===== src/rtl/cbar_pgen_pkg.sv =====
package cbar_pgen_pkg;
  localparam int unsigned CNT_W  = 16;
  localparam int unsigned BAR_W  = 3;
  localparam int unsigned NREG   = 16;

  localparam logic [7:0] IDX_CTL   = 8'h01;
  localparam logic [7:0] IDX_BARS  = 8'h02;
  localparam logic [7:0] IDX_DT    = 8'h03;
  localparam logic [7:0] IDX_LSZ_H = 8'h04;
  localparam logic [7:0] IDX_LSZ_L = 8'h05;
  localparam logic [7:0] IDX_BSZ_H = 8'h06;
  localparam logic [7:0] IDX_BSZ_L = 8'h07;
  localparam logic [7:0] IDX_ACT_H = 8'h08;
  localparam logic [7:0] IDX_ACT_L = 8'h09;
  localparam logic [7:0] IDX_TOT_H = 8'h0A;
  localparam logic [7:0] IDX_TOT_L = 8'h0B;
  localparam logic [7:0] IDX_PD_H  = 8'h0C;
  localparam logic [7:0] IDX_PD_L  = 8'h0D;
  localparam logic [7:0] IDX_VBP   = 8'h0E;
  localparam logic [7:0] IDX_VFP   = 8'h0F;

  typedef struct packed {
    logic [1:0]       nbar_code;
    logic [7:0]       dt;
    logic [CNT_W-1:0] line_sz;
    logic [CNT_W-1:0] bar_sz;
    logic [CNT_W-1:0] act_lines;
    logic [CNT_W-1:0] tot_lines;
    logic [CNT_W-1:0] line_pd;
    logic [7:0]       vbp;
    logic [7:0]       vfp;
  } pgen_cfg_t;

  function automatic logic [7:0] reg_rst_val(input int unsigned idx);
    case (idx)
      2:  return 8'h33;
      3:  return 8'h2C;
      4:  return 8'h0B;
      5:  return 8'h40;
      6:  return 8'h01;
      7:  return 8'h68;
      8:  return 8'h04;
      9:  return 8'h38;
      10: return 8'h04;
      11: return 8'h65;
      12: return 8'h0B;
      13: return 8'h93;
      14: return 8'h21;
      15: return 8'h0A;
      default: return 8'h00;
    endcase
  endfunction

  function automatic logic [7:0] bar_color(input logic [BAR_W-1:0] b);
    logic [7:0] n;
    n = 8'(b) + 8'd1;
    return n * 8'h11;
  endfunction
endpackage


===== src/rtl/cbar_pgen_regs.sv =====
module cbar_pgen_regs
  import cbar_pgen_pkg::*;
(
  input  logic      clk_i,
  input  logic      rst_ni,
  input  logic      we_i,
  input  logic      sel_i,
  input  logic [7:0] wdata_i,
  output logic [7:0] rdata_o,
  output logic      en_o,
  output pgen_cfg_t cfg_o
);
  localparam int unsigned IW = $clog2(NREG);

  logic [7:0] idx_q;
  logic [7:0] regs_q [NREG];
  logic       hit;

  assign hit = (idx_q < 8'(NREG)) && (idx_q != 8'h00);

  always_ff @(posedge clk_i or negedge rst_ni) begin
    if (!rst_ni)                idx_q <= 8'h00;
    else if (we_i && !sel_i)    idx_q <= wdata_i;
  end

  assign regs_q[0] = 8'h00;

  for (genvar i = 1; i < NREG; i++) begin : g_reg
    always_ff @(posedge clk_i or negedge rst_ni) begin
      if (!rst_ni) regs_q[i] <= reg_rst_val(i);
      else if (we_i && sel_i && hit && (idx_q[IW-1:0] == IW'(i)))
        regs_q[i] <= wdata_i;
    end
  end

  always_comb begin
    if (!sel_i)   rdata_o = idx_q;
    else if (hit) rdata_o = regs_q[idx_q[IW-1:0]];
    else          rdata_o = 8'h00;
  end

  assign en_o            = regs_q[IDX_CTL[IW-1:0]][0];
  assign cfg_o.nbar_code = regs_q[IDX_BARS[IW-1:0]][5:4];
  assign cfg_o.dt        = regs_q[IDX_DT[IW-1:0]];
  assign cfg_o.line_sz   = {regs_q[IDX_LSZ_H[IW-1:0]], regs_q[IDX_LSZ_L[IW-1:0]]};
  assign cfg_o.bar_sz    = {regs_q[IDX_BSZ_H[IW-1:0]], regs_q[IDX_BSZ_L[IW-1:0]]};
  assign cfg_o.act_lines = {regs_q[IDX_ACT_H[IW-1:0]], regs_q[IDX_ACT_L[IW-1:0]]};
  assign cfg_o.tot_lines = {regs_q[IDX_TOT_H[IW-1:0]], regs_q[IDX_TOT_L[IW-1:0]]};
  assign cfg_o.line_pd   = {regs_q[IDX_PD_H[IW-1:0]], regs_q[IDX_PD_L[IW-1:0]]};
  assign cfg_o.vbp       = regs_q[IDX_VBP[IW-1:0]];
  assign cfg_o.vfp       = regs_q[IDX_VFP[IW-1:0]];
endmodule


===== src/rtl/cbar_pgen_timing.sv =====
module cbar_pgen_timing
  import cbar_pgen_pkg::*;
(
  input  logic      clk_i,
  input  logic      rst_ni,
  input  logic      en_i,
  input  pgen_cfg_t cfg_i,
  output pgen_cfg_t shd_o,
  output logic      fs_o,
  output logic      fe_o,
  output logic      ls_o,
  output logic      le_o,
  output logic      pay_o
);
  localparam int unsigned LW = CNT_W + 2;

  pgen_cfg_t        shd_q;
  logic             run_q;
  logic [CNT_W-1:0] tick_q;
  logic [LW-1:0]    line_q;
  logic [LW-1:0]    act_end, min_tot, eff_tot;
  logic [CNT_W:0]   le_tick;
  logic             last_tick, last_line, active;

  assign act_end   = LW'(shd_q.vbp) + LW'(shd_q.act_lines);
  assign min_tot   = act_end + LW'(shd_q.vfp);
  // porches plus active lines set a floor under the total
  assign eff_tot   = (LW'(shd_q.tot_lines) >= min_tot) ? LW'(shd_q.tot_lines) : min_tot;
  assign last_tick = tick_q == (shd_q.line_pd - CNT_W'(1));
  assign last_line = line_q == (eff_tot - LW'(1));
  assign active    = run_q && (line_q >= LW'(shd_q.vbp)) && (line_q < act_end);
  assign le_tick   = {1'b0, shd_q.line_sz} + (CNT_W+1)'(1);

  always_ff @(posedge clk_i or negedge rst_ni) begin
    if (!rst_ni) begin
      run_q  <= 1'b0;
      tick_q <= '0;
      line_q <= '0;
      shd_q  <= '0;
    end else if (!run_q) begin
      tick_q <= '0;
      line_q <= '0;
      if (en_i) begin
        run_q <= 1'b1;
        shd_q <= cfg_i;
      end
    end else if (last_tick) begin
      tick_q <= '0;
      if (last_line) begin
        line_q <= '0;
        if (en_i) shd_q <= cfg_i;
        else      run_q <= 1'b0;
      end else begin
        line_q <= line_q + LW'(1);
      end
    end else begin
      tick_q <= tick_q + CNT_W'(1);
    end
  end

  assign shd_o = shd_q;
  assign fs_o  = run_q && (line_q == '0) && (tick_q == '0);
  assign fe_o  = run_q && last_line && last_tick;
  assign ls_o  = active && (tick_q == '0);
  assign pay_o = active && (tick_q != '0) && (tick_q <= shd_q.line_sz);
  assign le_o  = active && ({1'b0, tick_q} == le_tick);
endmodule


===== src/rtl/cbar_pgen_bars.sv =====
module cbar_pgen_bars
  import cbar_pgen_pkg::*;
(
  input  logic             clk_i,
  input  logic             rst_ni,
  input  logic             ls_i,
  input  logic             pay_i,
  input  logic [1:0]       nbar_code_i,
  input  logic [CNT_W-1:0] bar_sz_i,
  output logic [7:0]       data_o
);
  logic [BAR_W-1:0] bar_q, max_bar;
  logic [CNT_W-1:0] cnt_q;

  assign max_bar = BAR_W'((32'd1 << nbar_code_i) - 32'd1);

  always_ff @(posedge clk_i or negedge rst_ni) begin
    if (!rst_ni) begin
      bar_q <= '0;
      cnt_q <= '0;
    end else if (ls_i) begin
      bar_q <= '0;
      cnt_q <= '0;
    end else if (pay_i) begin
      if (cnt_q == bar_sz_i - CNT_W'(1)) begin
        cnt_q <= '0;
        if (bar_q < max_bar) bar_q <= bar_q + BAR_W'(1);
      end else begin
        cnt_q <= cnt_q + CNT_W'(1);
      end
    end
  end

  assign data_o = bar_color(bar_q);
endmodule


===== src/rtl/cbar_pgen.sv =====
module cbar_pgen
  import cbar_pgen_pkg::*;
(
  input  logic       clk_i,
  input  logic       rst_ni,
  input  logic       host_we_i,
  input  logic       host_sel_i,
  input  logic [7:0] host_wdata_i,
  output logic [7:0] host_rdata_o,
  output logic       fs_o,
  output logic       fe_o,
  output logic       ls_o,
  output logic       le_o,
  output logic [7:0] dt_o,
  output logic       pix_valid_o,
  output logic [7:0] pix_data_o
);
  pgen_cfg_t  live_cfg, shd_cfg;
  logic       en;
  logic       pay;
  logic [7:0] color;

  cbar_pgen_regs u_regs (
    .clk_i   (clk_i),
    .rst_ni  (rst_ni),
    .we_i    (host_we_i),
    .sel_i   (host_sel_i),
    .wdata_i (host_wdata_i),
    .rdata_o (host_rdata_o),
    .en_o    (en),
    .cfg_o   (live_cfg)
  );

  cbar_pgen_timing u_timing (
    .clk_i  (clk_i),
    .rst_ni (rst_ni),
    .en_i   (en),
    .cfg_i  (live_cfg),
    .shd_o  (shd_cfg),
    .fs_o   (fs_o),
    .fe_o   (fe_o),
    .ls_o   (ls_o),
    .le_o   (le_o),
    .pay_o  (pay)
  );

  cbar_pgen_bars u_bars (
    .clk_i       (clk_i),
    .rst_ni      (rst_ni),
    .ls_i        (ls_o),
    .pay_i       (pay),
    .nbar_code_i (shd_cfg.nbar_code),
    .bar_sz_i    (shd_cfg.bar_sz),
    .data_o      (color)
  );

  assign dt_o        = shd_cfg.dt;
  assign pix_valid_o = pay;
  assign pix_data_o  = pay ? color : 8'h00;
endmodule


===== config.mk =====
export PLATFORM = sky130hd
export DESIGN_NAME = cbar_pgen
export DESIGN_NICKNAME = d
export VERILOG_FILES = /design/src/rtl/cbar_pgen_pkg.sv /design/src/rtl/cbar_pgen_regs.sv /design/src/rtl/cbar_pgen_timing.sv /design/src/rtl/cbar_pgen_bars.sv /design/src/rtl/cbar_pgen.sv
export SDC_FILE = /design/constraint.sdc
export NUM_CORES = 1
export LEC_CHECK = 0
export BUFFER_PORTS_ARGS = -buffer_cell sky130_fd_sc_hd__buf_2
export CORE_MARGIN = 1
export CORE_UTILIZATION = 38
export DETAILED_ROUTE_END_ITERATION = 10
export HOLD_SLACK_MARGIN = 0.03
export RECOVER_POWER = 50
export SLEW_MARGIN = 10
export SYNTH_ARGS = -nofsm -noshare
export SYNTH_HDL_FRONTEND = slang
export SYNTH_SLANG_ARGS = --single-unit
export TNS_END_PERCENT = 50

===== constraint.sdc =====
create_clock -name clk_i -period 12.1 [get_ports clk_i]
set_clock_uncertainty 0.15 [all_clocks]
set_input_delay 3.025 -clock clk_i [delete_from_list [all_inputs] [get_ports clk_i]]
set_output_delay 3.025 -clock clk_i [all_outputs]
set_load 0.02 [all_outputs]

==> impl_metrics.env <==
export IMPL_die_h_um=239
export IMPL_io_pins=41
export IMPL_die_area_mm2=0.0572
export IMPL_power_per_cell_area_mw_per_mm2=107
export IMPL_clkPwrFrac_pct=46.6
export IMPL_hold_buffers=0
export IMPL_seqPwrFrac_pct=44.5
export IMPL_cp_end_kind="primary output"
export IMPL_grt_max_degree=156
export IMPL_holdPathStages=1
export IMPL_postPlaceCellArea_mm2=0.0219
export IMPL_cp_arrival_ps=8330
export IMPL_async_flop_share_pct=100
export IMPL_via_per_inst=6.20
export IMPL_antenna_cells=0
export IMPL_relSlewSlack_pct=-186
export IMPL_final_area_mm2=0.0232
export IMPL_grt_pass1_vias=17918
export IMPL_std_cell_rows=86
export IMPL_grt_busiest_layer="met2"
export IMPL_dr_pass1_iters=6
export IMPL_syn_nets=2464
export IMPL_dpl_worst_slack_ps=218
export IMPL_ir_drop_v=0.000102
export IMPL_synthFlopType="dfrtp_1"
export IMPL_cts_sinks=288
export IMPL_fin_tns_setup_ps=0
export IMPL_p_comb_share_pct=8.9
export IMPL_use_met1_pct=34.3
export IMPL_cts_root_buf="clkbuf_16"
export IMPL_critPathMaxFanout=5
export IMPL_violations="max-capacitance violations, max-slew violations"
export IMPL_synth_area_leaders="dfrtp_1 (30%), mux2_2 (6.5%), nand3_1 (5.6%), ha_1 (4.9%), dfstp_2 (4.3%)"
export IMPL_slew_viol_final=293
export IMPL_period_minus_slack_ps=11500
export IMPL_cp_top_family="compound AO/OA/AOI/OAI gates"
export IMPL_postRouteAntennaNets=0
export IMPL_grt_antenna_before_repair=1
export IMPL_yosysMostFrequentCell="dfrtp_1"
export IMPL_crit_buf_inv=2
export IMPL_use_met3_pct=4.14
export IMPL_hold_path_class="register to register"
export IMPL_port_buffers=40
export IMPL_worstHoldEndpoint="u_regs.regs_q[118]$_DFFE_PN0P_"
export IMPL_setup_viol=0
export IMPL_grt_use_met2_pct=39.4
export IMPL_switching_power_mw=0.696
export IMPL_timing_rr_start="u_timing.shd_o[8]$_DFFE_PN0P_"
export IMPL_rr_worst_depth=34
export IMPL_cts_made_buffers=36
export IMPL_netlist_instances=2366
export IMPL_initialDrtViolationCount=2075
export IMPL_startpoint="u_timing.shd_o[8]$_DFFE_PN0P_"
export IMPL_overflow=0
export IMPL_core_area_mm2=0.0553
export IMPL_maxCapViolCount=3
export IMPL_ys_types=86
export IMPL_routedWlPerCell_um=23.1
export IMPL_clock_latency_ps=560
export IMPL_yosysTopAreaCellShare_pct=29.6
export IMPL_grt_usage_pct=24.5
export IMPL_ys_ff_latch=288
export IMPL_ys_warn_count=0
export IMPL_initial_core_util_pct=38.7
export IMPL_rrSetupSlack_ps=2630
export IMPL_drive_gt1_share_pct=16.0
export IMPL_p_leak_nw=9.24
export IMPL_hold_viol=0
export IMPL_drt_total_wl_mm=70.2
export IMPL_r2r_end="u_timing.shd_o[98]$_DFFE_PN0P_"
export IMPL_gp_congestion=0.936
export IMPL_min_from="u_regs.regs_q[118]$_DFFE_PN0P_"
export IMPL_cts_tree="done"
export IMPL_cp_start_kind="register"
export IMPL_status="finished, violations left"
export IMPL_cts_max_path_buffers=3
export IMPL_yosysTopAreaCell="dfrtp_1"
export IMPL_area_growth_pct=8.64
export IMPL_internal_power_mw=1.79
export IMPL_tightestPinTransition_ps=4290
export IMPL_vias=18869
export IMPL_grt_pass1_wl_mm=109
export IMPL_cpPeakStageDelay_ps=500
export IMPL_clk_pin_slew_ps=60
export IMPL_nets=2364
export IMPL_syn_avg_cell_area_um2=9.04
export IMPL_worstSetupPathType="register to primary output"
export IMPL_fmax_ghz=0.0869
export IMPL_drt_drc_violations_left=0
export IMPL_fin_crit_sh_pct=95.1
export IMPL_htree_levels=2
export IMPL_seq_area_frac_synth_pct=33.9
export IMPL_swShare_pct=28.0
export IMPL_worst_slack_ps=599
export IMPL_fp_dieW_um=239
export IMPL_worstPathRequired_ps=8920
export IMPL_synth_area_mm2=0.0214
export IMPL_synth_enable_flop_cells=0
export IMPL_slowest_stage="or4_1"
export IMPL_ys_top_cells_by_count="dfrtp_1 (253), nand3_1 (238), nand2_1 (181), clkbuf_1 (166), inv_1 (135)"
export IMPL_dpl_hpwl_mm=47.6
[worst reg2reg max path: cells and delay by family, from the launching register on]
family / cells / cell delay [ps]
multiplexers: 1 / 220
AND/OR/NAND/NOR: 11 / 3040
adder cells (fa/ha/maj): 5 / 1520
buffers and inverters: 2 / 660
flip-flops: 1 / 410
XOR/XNOR: 2 / 370
AO/OA/AOI/OAI: 13 / 2990
[final cells by class]
type	count	area, um2
fill	5405	32100
multi-input combinational	1741	12900
sequential	288	7260
clock buffer	49	1010
tap	748	936
inverter	136	510
timing repair buffer	63	377
clock inverter	17	249
[worst max path at each step]
stage	slack, ps	cells past startpoint	endpoint
floorplan	1560	37	fe_o
global placement	350	36	fe_o
detailed placement	220	36	fe_o
CTS	200	34	fe_o
global route	-30	37	fe_o
finish	600	34	fe_o
[cells in the final DEF, fill, tap and decap left out, types with 6 or more instances in the layout]
cell | netlist | final
o21a_1 | 11 | 11
and3_1 | 30 | 29
ha_1 | 84 | 81
mux2i_1 | 24 | 24
nand2b_1 | 16 | 16
a222oi_1 | 26 | 26
nor2_1 | 109 | 107
xnor2_1 | 103 | 102
nand3_1 | 238 | 237
clkbuf_16 | 0 | 36
buf_2 | 10 | 38
mux4_2 | 32 | 32
and4_1 | 7 | 7
nor4b_1 | 8 | 7
o221ai_1 | 81 | 81
clkbuf_1 | 166 | 10
o21ai_0 | 58 | 56
mux2_2 | 123 | 123
nand4_1 | 25 | 25
a21oi_1 | 40 | 39
a211oi_1 | 13 | 10
or2_2 | 9 | 9
dfstp_2 | 35 | 35
dfrtp_1 | 253 | 250
clkbuf_8 | 0 | 6
o211ai_1 | 45 | 45
and2_1 | 26 | 26
buf_4 | 14 | 20
clkinv_2 | 0 | 6
nor3_1 | 121 | 119
or3_1 | 10 | 10
a311o_1 | 81 | 81
inv_1 | 135 | 134
nor4_1 | 24 | 24
xor2_1 | 48 | 46
a31oi_1 | 10 | 10
nand2_1 | 181 | 180
a21o_1 | 26 | 26
o21ai_1 | 30 | 32
nor2b_1 | 8 | 8
[power by group through the flow]
stage / combinational [mW] / sequential, mW / clock (mW)
final: 0.221 / 1.11 / 1.16
after global routing: 0.235 / 1.12 / 1.22
after CTS: 0.219 / 1.11 / 1.18
after detailed placement: 0.218 / 1.12 / 0
after global placement: 0.215 / 1.12 / 0
after floorplan: 0.174 / 1.06 / 0
[layer usage]
| metal | wire length [um] | share of wire, % |
|---|---|---|
| met5 | 76 | 0.11 |
| met3 | 4690 | 6.7 |
| met2 | 33000 | 47 |
| met4 | 1390 | 2.0 |
| met1 | 31000 | 44 |
[flip-flops by register name, summed over array words and instances, names as in the netlist]
name             flops
u_timing.shd_o     106
u_regs.idx_q         8
u_regs.en_o          1
u_timing.run_q       1
u_regs.cfg_o       106
u_bars.cnt_q        16
u_timing.line_q     18
u_regs.regs_q       13
u_bars.bar_q         3
u_timing.tick_q     16
[logic make-up after synthesis]
family	count (synthesis)	share of synthesized area [%]
DFF	288	33.9
AOI/OAI and AO/OA	483	17.7
muxes	182	11.1
xor gates and xnor gates	152	6.26
and+or+nand+nor	838	19.5
adders and majority gates	86	5.10
buffers and inverters	337	6.43
[stage by stage]
step	total power [mW]	hold slack (ps)	std cells	util, %
after floorplan	1.24	329	2366	-
after global placement	1.34	338	2972	39.5
final	2.49	355	3042	42.0
after CTS	2.51	357	3039	41.9
after detailed placement	1.34	344	2972	39.5
after global routing	2.57	362	3042	42.0
[what timing repair did]
action | CTS | global route
pin swaps | 1 | 3
setup buffers | 1 | 3
setup endpoints to repair | 1 | 1
resized for setup | 3 | 20
Note: power is estimated with default switching activity, not from simulation.
